`config.mk`:
```
export PLATFORM = sky130hd
export DESIGN_NAME = conv3x3_engine
export DESIGN_NICKNAME = d
export VERILOG_FILES = /design/src/rtl/conv_pkg.sv /design/src/rtl/conv_ctrl.sv /design/src/rtl/conv_mac.sv /design/src/rtl/conv_out_sel.sv /design/src/rtl/conv3x3_engine.sv
export SDC_FILE = /design/constraint.sdc
export NUM_CORES = 1
export LEC_CHECK = 0
export ABC_AREA = 1
export BUFFER_PORTS_ARGS = -buffer_cell sky130_fd_sc_hd__clkbuf_2
export CORE_ASPECT_RATIO = 0.6
export CORE_MARGIN = 10
export CORE_UTILIZATION = 45
export CTS_BUF_LIST = sky130_fd_sc_hd__clkbuf_4
export CTS_CLUSTER_DIAMETER = 40
export DETAILED_ROUTE_END_ITERATION = 7
export PLACE_DENSITY_LB_ADDON = 0.2
export SLEW_MARGIN = 20
export SYNTH_ARGS = -nofsm -noshare
export SYNTH_HDL_FRONTEND = slang
export SYNTH_SLANG_ARGS = --single-unit
```
`constraint.sdc`:
```
create_clock -name clk -period 8.3 [get_ports clk]
set_input_delay 1.66 -clock clk [delete_from_list [all_inputs] [get_ports clk]]
set_output_delay 1.66 -clock clk [all_outputs]
set_load 0.01 [all_outputs]
```
`src/rtl/conv_pkg.sv`:
```
package conv_pkg;

  typedef enum logic [2:0] {
    ST_IDLE,
    ST_CLR,
    ST_MAC,
    ST_WR,
    ST_STEP,
    ST_DONE
  } conv_state_e;

  function automatic int unsigned clog2_min1(input int unsigned v);
    return (v > 1) ? $clog2(v) : 1;
  endfunction

endpackage

```
`src/rtl/conv_ctrl.sv`:
```
module conv_ctrl
  import conv_pkg::*;
#(
  parameter int unsigned IMG_W = 28,
  parameter int unsigned IMG_H = 28,
  parameter int unsigned K     = 3,
  parameter int unsigned NCH   = 3
) (
  input  logic                                        clk,
  input  logic                                        rst_n,
  input  logic                                        start,
  output logic                                        rd_en,
  output logic [clog2_min1(IMG_W*IMG_H)-1:0]          img_addr,
  output logic [clog2_min1(K*K+1)-1:0]                tap_idx,
  output logic                                        mac_clr,
  output logic                                        mac_en,
  output logic                                        wr_en,
  output logic [clog2_min1(NCH)-1:0]                  wr_ch,
  output logic [clog2_min1((IMG_W-K+1)*(IMG_H-K+1))-1:0] win_idx,
  output logic                                        done
);

  localparam int unsigned OW     = IMG_W - K + 1;
  localparam int unsigned OH     = IMG_H - K + 1;
  localparam int unsigned KK     = K * K;
  localparam int unsigned NWIN   = OW * OH;
  localparam int unsigned IMG_AW = clog2_min1(IMG_W * IMG_H);
  localparam int unsigned TAP_W  = clog2_min1(KK + 1);
  localparam int unsigned CHW    = clog2_min1(NCH);
  localparam int unsigned WIN_AW = clog2_min1(NWIN);
  localparam int unsigned COL_W  = clog2_min1(OW);
  localparam int unsigned JW     = clog2_min1(K);
  localparam int unsigned WIN_CYC = KK + NCH + 2;

  conv_state_e state_q, state_d;

  logic [TAP_W-1:0]  mac_tap_q;
  logic [CHW-1:0]    wr_ch_q;
  logic [TAP_W-1:0]  iss_idx_q;
  logic [JW-1:0]     iss_j_q;
  logic [IMG_AW-1:0] iss_off_q;
  logic [IMG_AW-1:0] base_q;
  logic [COL_W-1:0]  col_q;
  logic [WIN_AW-1:0] win_q;
  logic              last_win;
  logic              last_tap;
  logic              last_ch;
  logic              scan_clear;
  logic              scan_step;

  assign last_win   = (win_q == WIN_AW'(NWIN - 1));
  assign last_tap   = (mac_tap_q == TAP_W'(KK - 1));
  assign last_ch    = (wr_ch_q == CHW'(NCH - 1));
  assign scan_clear = (state_q == ST_IDLE) && start;
  assign scan_step  = (state_q == ST_STEP) && !last_win;

  // next-state logic
  always_comb begin
    state_d = state_q;
    unique case (state_q)
      ST_IDLE: if (start) state_d = ST_CLR;
      ST_CLR:  state_d = ST_MAC;
      ST_MAC:  if (last_tap) state_d = ST_WR;
      ST_WR:   if (last_ch) state_d = ST_STEP;
      ST_STEP: state_d = last_win ? ST_DONE : ST_CLR;
      ST_DONE: state_d = ST_IDLE;
      default: state_d = ST_IDLE;
    endcase
  end

  always_ff @(posedge clk or negedge rst_n) begin
    if (!rst_n) state_q <= ST_IDLE;
    else        state_q <= state_d;
  end

  // tap counter of the accumulate phase
  always_ff @(posedge clk or negedge rst_n) begin
    if (!rst_n)                  mac_tap_q <= '0;
    else if (state_q == ST_CLR)  mac_tap_q <= '0;
    else if (state_q == ST_MAC)  mac_tap_q <= mac_tap_q + TAP_W'(1);
  end

  // channel counter of the write phase
  always_ff @(posedge clk or negedge rst_n) begin
    if (!rst_n)                  wr_ch_q <= '0;
    else if (state_q == ST_MAC)  wr_ch_q <= '0;
    else if (state_q == ST_WR)   wr_ch_q <= wr_ch_q + CHW'(1);
  end

  // fetch pointer: runs one tap ahead of the accumulate phase
  always_ff @(posedge clk or negedge rst_n) begin
    if (!rst_n) begin
      iss_idx_q <= '0;
      iss_j_q   <= '0;
      iss_off_q <= '0;
    end else if (state_q == ST_IDLE || state_q == ST_STEP) begin
      iss_idx_q <= '0;
      iss_j_q   <= '0;
      iss_off_q <= '0;
    end else if (rd_en) begin
      iss_idx_q <= iss_idx_q + TAP_W'(1);
      if (iss_j_q == JW'(K - 1)) begin
        iss_j_q   <= '0;
        iss_off_q <= iss_off_q + IMG_AW'(IMG_W - K + 1);
      end else begin
        iss_j_q   <= iss_j_q + JW'(1);
        iss_off_q <= iss_off_q + IMG_AW'(1);
      end
    end
  end

  // raster position of the window
  always_ff @(posedge clk or negedge rst_n) begin
    if (!rst_n) begin
      base_q <= '0;
      col_q  <= '0;
      win_q  <= '0;
    end else if (scan_clear) begin
      base_q <= '0;
      col_q  <= '0;
      win_q  <= '0;
    end else if (scan_step) begin
      win_q <= win_q + WIN_AW'(1);
      if (col_q == COL_W'(OW - 1)) begin
        col_q  <= '0;
        base_q <= base_q + IMG_AW'(K);
      end else begin
        col_q  <= col_q + COL_W'(1);
        base_q <= base_q + IMG_AW'(1);
      end
    end
  end

  assign rd_en    = (state_q == ST_CLR) || ((state_q == ST_MAC) && !last_tap);
  assign img_addr = base_q + iss_off_q;
  assign tap_idx  = iss_idx_q;
  assign mac_clr  = (state_q == ST_CLR);
  assign mac_en   = (state_q == ST_MAC);
  assign wr_en    = (state_q == ST_WR);
  assign wr_ch    = wr_ch_q;
  assign win_idx  = win_q;
  assign done     = (state_q == ST_DONE);

  // cycle count within a window, used only by the budget check
  logic [7:0] cyc_q;
  always_ff @(posedge clk or negedge rst_n) begin
    if (!rst_n)                 cyc_q <= '0;
    else if (state_q == ST_CLR) cyc_q <= 8'd1;
    else                        cyc_q <= cyc_q + 8'd1;
  end

  assert_rd_in_range_R2: assert property (@(posedge clk) disable iff (!rst_n)
    rd_en |-> (32'(img_addr) < IMG_W * IMG_H));

  assert_tap_in_range_R2: assert property (@(posedge clk) disable iff (!rst_n)
    rd_en |-> (32'(tap_idx) < KK));

  assert_window_budget_R5: assert property (@(posedge clk) disable iff (!rst_n)
    (state_q == ST_STEP) |-> (32'(cyc_q) == WIN_CYC - 1));

  assert_done_pulse_R6: assert property (@(posedge clk) disable iff (!rst_n)
    done |=> (!done && state_q == ST_IDLE));

  assert_start_ignored_R7: assert property (@(posedge clk) disable iff (!rst_n)
    (state_q == ST_MAC && start) |=> (state_q == ST_MAC || state_q == ST_WR));

endmodule

```
`src/rtl/conv_mac.sv`:
```
module conv_mac #(
  parameter int unsigned PIX_W = 8,
  parameter int unsigned WGT_W = 8,
  parameter int unsigned ACC_W = 20
) (
  input  logic                    clk,
  input  logic                    rst_n,
  input  logic                    clr,
  input  logic                    en,
  input  logic [PIX_W-1:0]        pix,
  input  logic signed [WGT_W-1:0] wgt,
  output logic signed [ACC_W-1:0] acc
);

  localparam int unsigned PROD_W = PIX_W + WGT_W + 1;

  logic signed [PROD_W-1:0] prod;
  logic signed [ACC_W:0]    sum_wide;
  logic signed [ACC_W-1:0]  acc_q;

  assign prod     = PROD_W'($signed({1'b0, pix})) * PROD_W'(wgt);
  assign sum_wide = (ACC_W+1)'(acc_q) + (ACC_W+1)'(prod);

  always_ff @(posedge clk or negedge rst_n) begin
    if (!rst_n)   acc_q <= '0;
    else if (clr) acc_q <= '0;
    else if (en)  acc_q <= sum_wide[ACC_W-1:0];
  end

  assign acc = acc_q;

  assert_no_overflow_R3: assert property (@(posedge clk) disable iff (!rst_n)
    en |-> (sum_wide[ACC_W] == sum_wide[ACC_W-1]));

  assert_clear_zero_R3: assert property (@(posedge clk) disable iff (!rst_n)
    clr |=> (acc == '0));

endmodule

```
`src/rtl/conv_out_sel.sv`:
```
module conv_out_sel
  import conv_pkg::*;
#(
  parameter int unsigned NCH   = 3,
  parameter int unsigned NWIN  = 676,
  parameter int unsigned ACC_W = 20
) (
  input  logic                              clk,
  input  logic                              rst_n,
  input  logic                              wr_en,
  input  logic [clog2_min1(NCH)-1:0]        wr_ch,
  input  logic [clog2_min1(NWIN)-1:0]       win_idx,
  input  logic [NCH*ACC_W-1:0]              acc_flat,
  output logic [clog2_min1(NCH*NWIN)-1:0]   res_addr,
  output logic [ACC_W-1:0]                  res_data
);

  localparam int unsigned OUT_AW = clog2_min1(NCH * NWIN);

  assign res_addr = OUT_AW'(wr_ch) * OUT_AW'(NWIN) + OUT_AW'(win_idx);
  assign res_data = acc_flat[wr_ch*ACC_W +: ACC_W];

  assert_wr_addr_range_R4: assert property (@(posedge clk) disable iff (!rst_n)
    wr_en |-> (32'(res_addr) < NCH * NWIN));

  assert_wr_channel_R4: assert property (@(posedge clk) disable iff (!rst_n)
    wr_en |-> (32'(wr_ch) < NCH));

endmodule

```
`src/rtl/conv3x3_engine.sv`:
```
module conv3x3_engine
  import conv_pkg::*;
#(
  parameter int unsigned IMG_W = 28,
  parameter int unsigned IMG_H = 28,
  parameter int unsigned K     = 3,
  parameter int unsigned NCH   = 3,
  parameter int unsigned PIX_W = 8,
  parameter int unsigned WGT_W = 8,
  parameter int unsigned ACC_W = 20
) (
  input  logic                                                   clk,
  input  logic                                                   rst_n,
  input  logic                                                   start,
  output logic                                                   img_rd,
  output logic [clog2_min1(IMG_W*IMG_H)-1:0]                     img_addr,
  input  logic [PIX_W-1:0]                                       img_rdata,
  output logic                                                   wgt_rd,
  output logic [clog2_min1(K*K+1)-1:0]                           wgt_addr,
  input  logic [NCH*WGT_W-1:0]                                   wgt_rdata,
  output logic                                                   res_we,
  output logic [clog2_min1(NCH*(IMG_W-K+1)*(IMG_H-K+1))-1:0]     res_addr,
  output logic [ACC_W-1:0]                                       res_data,
  output logic                                                   done
);

  localparam int unsigned NWIN   = (IMG_W - K + 1) * (IMG_H - K + 1);
  localparam int unsigned CHW    = clog2_min1(NCH);
  localparam int unsigned WIN_AW = clog2_min1(NWIN);

  // asynchronous assert, synchronous release
  logic [1:0] rst_sync_q;
  logic       rst_int_n;

  always_ff @(posedge clk or negedge rst_n) begin
    if (!rst_n) rst_sync_q <= '0;
    else        rst_sync_q <= {rst_sync_q[0], 1'b1};
  end
  assign rst_int_n = rst_sync_q[1];

  logic              rd_en;
  logic              mac_clr;
  logic              mac_en;
  logic              wr_en;
  logic [CHW-1:0]    wr_ch;
  logic [WIN_AW-1:0] win_idx;
  logic [NCH*ACC_W-1:0] acc_flat;

  conv_ctrl #(
    .IMG_W (IMG_W),
    .IMG_H (IMG_H),
    .K     (K),
    .NCH   (NCH)
  ) u_ctrl (
    .clk      (clk),
    .rst_n    (rst_int_n),
    .start    (start),
    .rd_en    (rd_en),
    .img_addr (img_addr),
    .tap_idx  (wgt_addr),
    .mac_clr  (mac_clr),
    .mac_en   (mac_en),
    .wr_en    (wr_en),
    .wr_ch    (wr_ch),
    .win_idx  (win_idx),
    .done     (done)
  );

  for (genvar ch = 0; ch < NCH; ch++) begin : g_lane
    logic signed [ACC_W-1:0] lane_acc;

    conv_mac #(
      .PIX_W (PIX_W),
      .WGT_W (WGT_W),
      .ACC_W (ACC_W)
    ) u_mac (
      .clk   (clk),
      .rst_n (rst_int_n),
      .clr   (mac_clr),
      .en    (mac_en),
      .pix   (img_rdata),
      .wgt   ($signed(wgt_rdata[ch*WGT_W +: WGT_W])),
      .acc   (lane_acc)
    );

    assign acc_flat[ch*ACC_W +: ACC_W] = lane_acc;
  end

  conv_out_sel #(
    .NCH   (NCH),
    .NWIN  (NWIN),
    .ACC_W (ACC_W)
  ) u_out (
    .clk      (clk),
    .rst_n    (rst_int_n),
    .wr_en    (wr_en),
    .wr_ch    (wr_ch),
    .win_idx  (win_idx),
    .acc_flat (acc_flat),
    .res_addr (res_addr),
    .res_data (res_data)
  );

  assign img_rd = rd_en;
  assign wgt_rd = rd_en;
  assign res_we = wr_en;

  assert_no_read_and_write_R5: assert property (@(posedge clk) disable iff (!rst_int_n)
    !(img_rd && res_we));

  assert_done_quiet_R6: assert property (@(posedge clk) disable iff (!rst_int_n)
    done |-> (!img_rd && !res_we));

endmodule

```
==> reports/metrics.csv <==
metric,value,unit
yosysMostFrequentCell,nand2_1,
antenna_found_initial,2,
ys_dominant_reg_cell,dfrtp_1,
clk_latency,0.58,ns
grt_start_max_net_pins,62,
cellPowerDensity,387.5,nW/µm²
drt_iter0_drc,965,
setup_tns,0,ns
synth_cell_type_count,45,
cp.arrival,6.18,ns
dp_slack,1.997,ns
cpPeakStageDelay,0.58,ns
ioPinCount,84,
cts.sinks,112,
start_kind,input pin,
post-route-min-period,5.716,ns
yosysWarnings,0,
relSlewSlack,41.67,%
max-vdd-ir-drop,0.3766,mV
cts_max_level,3,
drv_cap,0,
cpMostUsedCell,nand2_1,
cp_num_buf_inv,3,
cts_root_buf,clkbuf_4,
dr.pass1.iters,5,
finalHoldViolCount,0,
leakage,9.960,nW
worst_pin_slew,0.8750,ns
nets,2585,
nFillCells,3555,
synthesis.area,15840,µm²
syn-num-nets,2553,
synth_top_cell_area_share,19.72,%
synthTopCellsByArea,"fa_1 20%, dfrtp_1 18%, ha_1 16%, nand2_1 14%, inv_1 11%",
pwr-share-clk,4.7,%
crit_slowest_cell,fa_1,
synth_commonest_cells,"600 x nand2_1, 480 x inv_1, 206 x ha_1",
syn_avg_cell_area,7.347,µm²
placed_area,16520,µm²
post_cts_buffers,0,
post_cts_resized,0,
p_int,2.791,mW
rsz0062_at_grt,false,
wl_per_cell,16.10,µm
combPwrFrac,82.9,%
async_flop_share,100.0,%
via_count,13420,
setup_ws,2.584,ns
die_h,165.3,µm
drc,0,
power.net_switching,3.660,mW
via_per_inst,5.042,
dp_hpwl,34230,µm
rows,53,
ys_ff_latch,112,
yosysTopAreaCell,fa_1,
period_share,68.87,%
core-area,34880,µm²
crit_required,8.76,ns
swShare,56.73,%
fmax,174.9,MHz
synth_edf_count,0,
grt_usage,20.01,%
ant_nets,0,
fp.dieArea,43350,µm²
cp_top_family,adder cells,
cts_hold_buf,0,
worstPathCellList,clkbuf_2 -> inv_1 -> nand2_1 -> fa_1 -> fa_1 -> inv_1 -> fa_1 -> fa_1 -> fa_1 -> ha_1 -> nand2_1 -> nand2_1 -> a21oi_1 -> nand2_1 -> nand2_1 -> nand3b_1 -> nand3_1 -> nand2_1,
cp-end-kind,flip-flop,
clk_pin_slew,0.23,ns
drive_above_1_share,6.065,%
die_w,262.2,µm
grt_pass1_wl,69890,µm
grt_pass1_vias,12970,
cp_max_fo,22,
synth_cells,2156,
status,"finished, final reports clean",
wirelength,42830,µm
p_seq_share,12.4,%
crit_type,in2reg,
cts_tree,yes,
finalSetupViolCount,0,
cts_buffers,9,
final_max_slew_viol_count,0,
seq_area_frac_synth,17.69,%
area_growth,5.095,%
cts_buffer_depth,2,
io_buffers,83,
gp_congestion,0.8945,
skew,0.03759,ns
fin_area,16650,µm²
hp-class,reg2async,
grt_overflow,0,
start_util,45.41,%
-- power by group through the flow --
stage                     sequential (mW)  combinational [mW]  clock, mW
after floorplan                     0.783                4.07          0
after global placement              0.808                5.18          0
after detailed placement            0.808                5.31          0
after CTS                           0.800                5.35      0.321
after global routing                0.815                6.24      0.337
final                               0.800                5.35      0.301
-- worst register-to-register path: stages, from the launching register on --
cell and delay, ns:
dfrtp_1 0.38, inv_1 0.07, fa_1 0.53, inv_1 0.05
fa_1 0.49, inv_1 0.05, fa_1 0.52, inv_1 0.05
fa_1 0.40, fa_1 0.47, ha_1 0.36, nand2_1 0.10
nand2_1 0.05, a21oi_1 0.11, nand2_1 0.15, nand2_1 0.11
nand2_1 0.06, nand2_1 0.05, nand3_1 0.14, nand2_1 0.11
-- cell usage in the layout, fill, tap and decap left out, types with 2 or more instances in the layout --
cell type | Yosys | layout
nand2_1 | 600 | 600
inv_1 | 480 | 480
ha_1 | 206 | 206
fa_1 | 156 | 156
dfrtp_1 | 112 | 111
o21ai_0 | 105 | 105
nand3_1 | 95 | 95
nor2_1 | 88 | 88
clkbuf_2 | 10 | 83
a21oi_1 | 80 | 80
nand4_1 | 29 | 29
xor2_1 | 26 | 26
o21ai_1 | 19 | 19
nand3b_1 | 15 | 15
nor3_1 | 14 | 14
clkbuf_4 | 0 | 11
xnor2_1 | 10 | 10
o22ai_1 | 9 | 9
inv_2 | 8 | 8
buf_4 | 6 | 4
a31oi_1 | 3 | 3
nor3_2 | 3 | 3
and2_1 | 3 | 3
a21oi_2 | 3 | 3
a21o_1 | 2 | 2
nand2_2 | 2 | 2
nand2_4 | 2 | 2
nand3_2 | 2 | 2
nor2_4 | 2 | 2
or2_2 | 2 | 2
nand2_8 | 2 | 2
a21boi_0 | 2 | 2
inv_6 | 0 | 2
clkinv_4 | 0 | 2
-- sequential cells by signal (all words and copies together), names as in the netlist --
name,count
u_ctrl.state_q,3
u_ctrl.base_q,10
u_ctrl.mac_tap_q,4
u_ctrl.iss_j_q,2
u_ctrl.col_q,5
g_lane.u_mac.acc,60
u_ctrl.iss_off_q,10
u_ctrl.wr_ch,2
u_ctrl.tap_idx,4
u_ctrl.win_idx,10
rst_sync_q,2
-- cells by family (layout without fill, tap and decap cells) --
family,after synthesis,count (layout),synth area share [%]
xor gates and xnor gates,36,36,1.991
buffers and inverters,555,592,13.81
adders and majority gates,362,362,35.99
DFF,112,112,17.69
AOI/OAI and AO/OA,227,227,7.472
and+or+nand+nor,863,863,23.03
other,1,2,0.02367
-- per-layer routing --
metal | global-route usage, % | vias up | wire (µm)
li1 | - | 6660 | -
met1 | 30.25 | 6350 | 21800
met2 | 28.53 | 384 | 17220
met3 | 4.867 | 20 | 3422
met4 | 2.853 | 2 | 367
met5 | 0 | - | 13
-- through the flow --
| stage | hold WS [ns] | total power [mW] | instances | utilization [%] |
|---|---|---|---|---|
| floorplan | 0.3312 | 4.857 | 2156 | - |
| finish | 0.3736 | 6.452 | 2661 | 47.73 |
| global placement | 0.3382 | 5.987 | 2644 | 47.37 |
| detailed placement | 0.3402 | 6.117 | 2644 | 47.37 |
| global route | 0.3968 | 7.392 | 2661 | 47.73 |
| CTS | 0.3844 | 6.473 | 2660 | 47.72 |
-- area by class of cell --
cell class	count	area, µm²	share of cell area, %
well taps	467	584.3	3.510
inverters	489	1836	11.03
clock buffers	11	82.58	0.4961
multi-input cells	1489	10850	65.18
clock inverters	5	40.04	0.2405
repair buffers	87	445.4	2.676
flip-flops and latches	112	2806	16.86
diodes	1	2.502	0.01503
-- final timing paths --
path | startpoint | end | slack [ns] | cells past startpoint
min in group clk | rst_sync_q[0] | rst_sync_q[1] | 0.38 | 0
worst min register to register | rst_sync_q[1] | g_lane[0].u_mac.acc[15] | 0.37 | 0
worst min-delay path | rst_sync_q[1] | g_lane[0].u_mac.acc[15] | 0.37 | 0
worst max register to register | g_lane[1].u_mac.acc[6] | g_lane[1].u_mac.acc[14] | 4.00 | 19
max in group asynchronous | rst_sync_q[1] | u_ctrl.iss_off_q[3] | 6.53 | 1
worst max-delay path | img_rdata[0] | g_lane[0].u_mac.acc[18] | 2.58 | 18
Power figures use the tool's default switching activity.
